<file path="src/rtl/cfs_pkg.sv">
`timescale 1ns/1ps
package cfs_pkg;
  localparam int ID_W      = 2;
  localparam int ADDR_W    = 21;
  localparam int OPC_W     = 3;
  localparam int MAX_BYTES = 4;
  localparam int DATA_W    = 8 * MAX_BYTES;
  localparam int CRC_W     = 4;
  localparam int HDR_W     = ID_W + OPC_W + 1 + ADDR_W + 1;
  localparam int MSG_W     = HDR_W + DATA_W;
  localparam int LEN_W     = $clog2(MSG_W + 1);
  localparam int CCNT_W    = $clog2(CRC_W);

  localparam logic [OPC_W-1:0] OPC_ABS   = 3'b100;
  localparam logic [OPC_W-1:0] OPC_POLL  = 3'b010;
  localparam logic [5:0]       OPC_TERM  = 6'b111111;
  localparam logic [CRC_W-1:0] CRC_POLY  = 4'b0011;

  typedef enum logic [1:0] {
    CMD_READ  = 2'b00,
    CMD_WRITE = 2'b01,
    CMD_POLL  = 2'b10,
    CMD_TERM  = 2'b11
  } cmd_e;

  typedef enum logic [1:0] {
    ST_IDLE = 2'd0,
    ST_MSG  = 2'd1,
    ST_CRC  = 2'd2
  } state_e;

  function automatic logic [CRC_W-1:0] crc4_step(input logic [CRC_W-1:0] c, input logic b);
    logic fb;
    fb = c[CRC_W-1] ^ b;
    crc4_step = {c[CRC_W-2:0], 1'b0} ^ (fb ? CRC_POLY : '0);
  endfunction
endpackage

</file>
<file path="src/rtl/cfs_frame_build.sv">
`timescale 1ns/1ps
module cfs_frame_build import cfs_pkg::*; (
  input  cmd_e              cmd_i,
  input  logic [ID_W-1:0]   id_i,
  input  logic [ADDR_W-1:0] addr_i,
  input  logic [1:0]        size_i,
  input  logic [DATA_W-1:0] wdata_i,
  output logic [MSG_W-1:0]  msg_o,
  output logic [LEN_W-1:0]  len_o
);
  logic [DATA_W-1:0] swap;
  logic [ADDR_W-1:0] addr_enc;
  logic              size_flag;
  logic [HDR_W-1:0]  hdr;
  logic [MSG_W-1:0]  raw;
  int unsigned       nbytes;

  // byte 0 moves to the top so it leaves first
  for (genvar b = 0; b < MAX_BYTES; b++) begin : g_swap
    assign swap[DATA_W-1-8*b -: 8] = wdata_i[8*b +: 8];
  end

  always_comb begin
    addr_enc = addr_i;
    unique case (size_i)
      2'b00: begin nbytes = 1; size_flag = 1'b0; end
      2'b01: begin nbytes = 2; size_flag = 1'b1; addr_enc[0] = 1'b0; end
      default: begin nbytes = 4; size_flag = 1'b1; addr_enc[1:0] = 2'b01; end
    endcase
    hdr = {id_i, OPC_ABS, (cmd_i == CMD_READ), addr_enc, size_flag};
    unique case (cmd_i)
      CMD_READ: begin
        raw   = MSG_W'(hdr);
        len_o = LEN_W'(HDR_W);
      end
      CMD_WRITE: begin
        raw   = (MSG_W'(hdr) << (8 * nbytes)) | MSG_W'(swap >> (8 * (MAX_BYTES - nbytes)));
        len_o = LEN_W'(HDR_W + 8 * nbytes);
      end
      CMD_POLL: begin
        raw   = MSG_W'({id_i, OPC_POLL});
        len_o = LEN_W'(ID_W + OPC_W);
      end
      default: begin
        raw   = MSG_W'({id_i, OPC_TERM});
        len_o = LEN_W'(ID_W + 6);
      end
    endcase
    msg_o = raw << (MSG_W - int'(len_o));
  end
endmodule

</file>
<file path="src/rtl/cfs_bit_timer.sv">
`timescale 1ns/1ps
module cfs_bit_timer #(
  parameter int HALF_CYCLES = 2
) (
  input  logic clk_i,
  input  logic rst_ni,
  input  logic run_i,
  output logic bit_end_o,
  output logic link_clk_o
);
  localparam int PER  = 2 * HALF_CYCLES;
  localparam int PH_W = (PER > 2) ? $clog2(PER) : 1;

  logic [PH_W-1:0] ph_q;

  always_ff @(posedge clk_i or negedge rst_ni) begin
    if (!rst_ni)                          ph_q <= '0;
    else if (!run_i || bit_end_o)         ph_q <= '0;
    else                                  ph_q <= ph_q + 1'b1;
  end

  assign bit_end_o  = run_i && (ph_q == PH_W'(PER - 1));
  assign link_clk_o = !run_i || (ph_q >= PH_W'(HALF_CYCLES));
endmodule

</file>
<file path="src/rtl/cfs_crc4.sv">
`timescale 1ns/1ps
module cfs_crc4 import cfs_pkg::*; (
  input  logic             clk_i,
  input  logic             rst_ni,
  input  logic             clr_i,
  input  logic             step_i,
  input  logic             bit_i,
  input  logic             shift_i,
  output logic [CRC_W-1:0] crc_o
);
  logic [CRC_W-1:0] base;
  assign base = clr_i ? '0 : crc_o;

  always_ff @(posedge clk_i or negedge rst_ni) begin
    if (!rst_ni)      crc_o <= '0;
    else if (step_i)  crc_o <= crc4_step(base, bit_i);
    else if (shift_i) crc_o <= {crc_o[CRC_W-2:0], 1'b0};
    else if (clr_i)   crc_o <= '0;
  end
endmodule

</file>
<file path="src/rtl/cmd_frame_ser.sv">
`timescale 1ns/1ps
module cmd_frame_ser import cfs_pkg::*; #(
  parameter int HALF_CYCLES = 2
) (
  input  logic              clk_i,
  input  logic              rst_ni,
  input  logic              start_i,
  input  logic [1:0]        cmd_i,
  input  logic [ID_W-1:0]   slave_id_i,
  input  logic [ADDR_W-1:0] addr_i,
  input  logic [1:0]        size_i,
  input  logic [DATA_W-1:0] wdata_i,
  output logic              busy_o,
  output logic              done_o,
  output logic              link_clk_o,
  output logic              link_data_o,
  output logic              data_oe_o,
  output logic              trans_dir_o
);
  state_e             state_q;
  logic [MSG_W-1:0]   shreg_q;
  logic [LEN_W-1:0]   left_q;
  logic [CCNT_W-1:0]  cleft_q;
  logic               line_q, done_q;
  logic [MSG_W-1:0]   msg;
  logic [LEN_W-1:0]   len;
  logic [CRC_W-1:0]   crc;
  logic               busy, bit_end, launch, msg_next, crc_first, crc_next;

  cfs_frame_build u_build (
    .cmd_i   (cmd_e'(cmd_i)),
    .id_i    (slave_id_i),
    .addr_i  (addr_i),
    .size_i  (size_i),
    .wdata_i (wdata_i),
    .msg_o   (msg),
    .len_o   (len)
  );

  cfs_bit_timer #(.HALF_CYCLES(HALF_CYCLES)) u_timer (
    .clk_i      (clk_i),
    .rst_ni     (rst_ni),
    .run_i      (busy),
    .bit_end_o  (bit_end),
    .link_clk_o (link_clk_o)
  );

  assign busy      = (state_q != ST_IDLE);
  assign launch    = (state_q == ST_IDLE) && start_i;
  assign msg_next  = bit_end && (state_q == ST_MSG) && (left_q != '0);
  assign crc_first = bit_end && (state_q == ST_MSG) && (left_q == '0);
  assign crc_next  = bit_end && (state_q == ST_CRC) && (cleft_q != '0);

  // start bit enters the CRC at launch, message bits as they go out
  cfs_crc4 u_crc (
    .clk_i   (clk_i),
    .rst_ni  (rst_ni),
    .clr_i   (launch),
    .step_i  (launch || msg_next),
    .bit_i   (launch ? 1'b1 : shreg_q[MSG_W-1]),
    .shift_i (crc_first || crc_next),
    .crc_o   (crc)
  );

  always_ff @(posedge clk_i or negedge rst_ni) begin
    if (!rst_ni) begin
      state_q <= ST_IDLE;
      shreg_q <= '0;
      left_q  <= '0;
      cleft_q <= '0;
      line_q  <= 1'b1;
      done_q  <= 1'b0;
    end else begin
      done_q <= 1'b0;
      if (launch) begin
        state_q <= ST_MSG;
        shreg_q <= msg;
        left_q  <= len;
        line_q  <= 1'b0;
      end else if (msg_next) begin
        line_q  <= ~shreg_q[MSG_W-1];
        shreg_q <= shreg_q << 1;
        left_q  <= left_q - 1'b1;
      end else if (crc_first) begin
        state_q <= ST_CRC;
        line_q  <= ~crc[CRC_W-1];
        cleft_q <= CCNT_W'(CRC_W - 1);
      end else if (crc_next) begin
        line_q  <= ~crc[CRC_W-1];
        cleft_q <= cleft_q - 1'b1;
      end else if (bit_end && (state_q == ST_CRC)) begin
        state_q <= ST_IDLE;
        line_q  <= 1'b1;
        done_q  <= 1'b1;
      end
    end
  end

  assign busy_o      = busy;
  assign done_o      = done_q;
  assign link_data_o = line_q;
  assign data_oe_o   = busy;
  assign trans_dir_o = busy;
endmodule

</file>
<file path="config.mk">
export PLATFORM = sky130hd
export DESIGN_NAME = cmd_frame_ser
export DESIGN_NICKNAME = d
export VERILOG_FILES = /design/src/rtl/cfs_pkg.sv /design/src/rtl/cfs_frame_build.sv /design/src/rtl/cfs_bit_timer.sv /design/src/rtl/cfs_crc4.sv /design/src/rtl/cmd_frame_ser.sv
export SDC_FILE = /design/constraint.sdc
export NUM_CORES = 1
export LEC_CHECK = 0
export CORE_MARGIN = 4
export CORE_UTILIZATION = 40
export DETAILED_ROUTE_END_ITERATION = 8
export DONT_BUFFER_PORTS = 1
export SKIP_LAST_GASP = 1
export SYNTH_ARGS = -nofsm -noshare
export SYNTH_HDL_FRONTEND = slang
export SYNTH_SLANG_ARGS = --single-unit
</file>
<file path="constraint.sdc">
create_clock -name clk_i -period 2.7 [get_ports clk_i]
set_clock_uncertainty 0.1 [all_clocks]
set_input_delay 0.405 -clock clk_i [delete_from_list [all_inputs] [get_ports clk_i]]
set_output_delay 0.405 -clock clk_i [all_outputs]
set_load 0.005 [all_outputs]
</file>
==> impl_metrics.toml <==
[global_route]
antenna_found_initial = 0
grt_pass1_vias = 3250
grt_pass1_wl_um = 16900
grtUsageTotal_pct = 17.8
grt_max_degree = 79
grt_overflow = 0

[synth]
synth-main-ff-cell = "dfrtp_1"
synth.net_count = 513
synth_edf_count = 0
yosysTopAreaCellShare_pct = 46.9
synthDistinctLibCells = 52
synth_common_cells = "nand2_1 (83), dfrtp_1 (77), o21ai_0 (37)"
syn_avg_cell_area_um2 = 9.20
yosysTopAreaCell = "dfrtp_1"
seq_area_frac_synth_pct = 47.5
syn_area_um2 = 4110
async_flop_share_pct = 100
yosys-top-cells-area = "dfrtp_1 (47%), nand2_1 (7.6%), mux2i_1 (6.6%), o21ai_0 (4.5%), a31oi_1 (4.4%)"
synth_seq_cells = 78
synth.most_common_cell = "nand2_1"
netlist_instances = 447
yosys_warnings = 0

[clock_network]
path_clk_slew_ns = 0.09
clk_latency_ns = 0.35
clock_path_buffers = 2
cts.htree.levels = 3
cts_tree = "yes"
cts_sinks = 78
clock-root-buffer = "clkbuf_8"
cts_made_buffers = 9

[sta]
hold_violations = 0
min_period_over_period_pct = 87.8
setup_tns_ns = 0
maxSlewViolCount = 0
maxSlewHeadroom_pct = 47.0
max_slew.worst_pin.slew_ns = 0.794
rsz0062_at_grt = "no"
fmax_mhz = 422
finalSetupViolCount = 0
fin_crit_ns = 2.37

[setup_path]
cp.required_ns = 2.83
end_kind = "flip-flop"
cp-endpoint = "u_crc.crc_o[0]"
reg2reg_slack_ns = 0.33
worstSetupPathType = "flip-flop to flip-flop"
arrival_ns = 2.50
slowest_stage = "or4b_1"
critPathLaunch = "left_q[0]"
slowest_delay_ns = 0.57
rr_startpoint = "left_q[0]"
r2r_cells = 5
cp-start-kind = "flip-flop"
crit_chain = "inv_1 > ha_1 > or4b_1 > o21a_4 > a221o_1"
r2r_end = "u_crc.crc_o[0]"
path_max_fanout = 57

[floorplan]
pin_count = 68
core_um2 = 9910
initial_core_util_pct = 41.5
dieWidth_um = 109
rows = 36
dieArea_um2 = 12000
die_h_um = 109

[routing]
ant_nets = 0
vias = 3205
drt-vias-per-instance = 5.63
routed_wl_um = 9940
drtPass1Iterations = 4
routedWlPerCell_um = 17.5
drtIter0Drc = 242
drc = 0

[min_path]
hold_path_class = "input port to flip-flop"
min_from = "wdata_i[27]"

[job]
drv_cap = 0

[layout]
fin_nets = 497
final_cell_count_no_fill = 569
area_growth_pct = 7.82
drive_gt1_share_pct = 9.40
fin_util_pct = 44.7
antennaDiodeCount = 0

[power_and_ir_drop]
power.leakage_nw = 1.83
total_power_mw = 5.15
power_density_nw_per_um2 = 1160
ir_drop_mv = 0.467

[place]
routabilityCongestion = 0.846
io_buffers = 0
dpl.hpwl_um = 6650
dp.cells = 551

[run_status]
status = "finished, final reports clean"
registers in the layout, summed over array words and instances, names as in the netlist:
register and cells:
cleft_q 2, done_o 1, left_q 6, state_q 2, u_timer.ph_q 2, shreg_q 60, u_crc.crc_o 4, link_data_o 1
placed cells by master (no fill, tap or decap), drive strengths merged, types with 2 or more instances in the layout:
cell type  netlist  final
or3b             2      2
a211oi           7      7
a2bb2oi          3      3
o221a            3      3
nand2b           6      6
nor4             2      2
a221o            2      2
o21ai           40     40
xor2             3      3
a21o             2      2
clkinv           0      2
o22ai            6      6
o21a             2      2
clkbuf          19     10
nand3b           2      2
inv             16     16
nor3            17     17
nand2           84     84
and3b            2      2
buf             19     10
nor2            12     12
nor3b            3      3
or3              4      4
mux2i           27     27
nand3            9      9
bufinv           0      3
a21oi           24     24
o211ai           4      4
nor2b            4      4
a31oi           29     29
ha               4      4
dfrtp           77     77
critical path: cells and delay by family (launching register included):
family	cells	cell delay, ns
compound gates	2	0.91
simple gates	1	0.57
flops	1	0.40
fa+ha+maj	1	0.19
buf+inv	1	0.09
stage by stage:
| step | hold slack [ns] | cell area (um^2) | worst slack, ns |
|---|---|---|---|
| floorplan | 0.00941 | 4110 | 0.618 |
| global placement | 0.0126 | 4160 | 0.380 |
| detailed placement | 0.0125 | 4160 | 0.335 |
| CTS | 0.0458 | 4430 | 0.309 |
| global route | 0.0533 | 4430 | 0.156 |
| finish | 0.0690 | 4430 | 0.328 |
kinds of logic (layout without fill, tap and decap cells):
kind of cell | after synthesis | after routing | synth area share [%]
and+or+nand+nor | 150 | 150 | 17.0
xor gates and xnor gates | 3 | 3 | 0.639
muxes | 28 | 28 | 6.85
DFF | 78 | 78 | 47.5
adders and majority gates | 4 | 4 | 1.22
buffers and inverters | 54 | 43 | 6.48
AOI/OAI and AO/OA | 130 | 130 | 20.3
where the power goes:
| part | internal (mW) | leakage [nW] | switching [mW] |
|---|---|---|---|
| combinational | 0.883 | 0.755 | 1.10 |
| clock | 0.615 | 0.116 | 0.443 |
| sequential | 1.75 | 0.956 | 0.364 |
| total | 3.24 | 1.83 | 1.91 |
metal layers:
layer | track usage [%] | part of all wire (%)
met1 | 24.8 | 46
met2 | 27.1 | 47
met3 | 5.11 | 5.4
met4 | 4.90 | 1.0
met5 | 0 | 0
cell type report:
| class | count | area, um^2 |
|---|---|---|
| fill | 989 | 5480 |
| clock inverter | 6 | 111 |
| inverter | 16 | 60.1 |
| timing repair buffer | 11 | 118 |
| multi-input combinational | 315 | 1900 |
| clock buffer | 10 | 128 |
| tap | 133 | 166 |
| sequential | 78 | 1950 |
worst min-delay path by stage:
stage	slack [ns]	endpoint	cells after the start
final	0.07	shreg_q[3]	2
after floorplan	0.009	cleft_q[0]	0
after global routing	0.05	shreg_q[33]	1
after detailed placement	0.01	u_timer.ph_q[0]	0
after global placement	0.01	u_timer.ph_q[1]	0
after CTS	0.05	shreg_q[33]	1
what timing repair did:
action | 4_1_cts | 5_1_grt
buffers inserted | 0 | 0
hold endpoints to repair | 78 | 0
resized for setup | 0 | 0
hold buffers | 2 | 0
(Power assumes the default switching activity.)
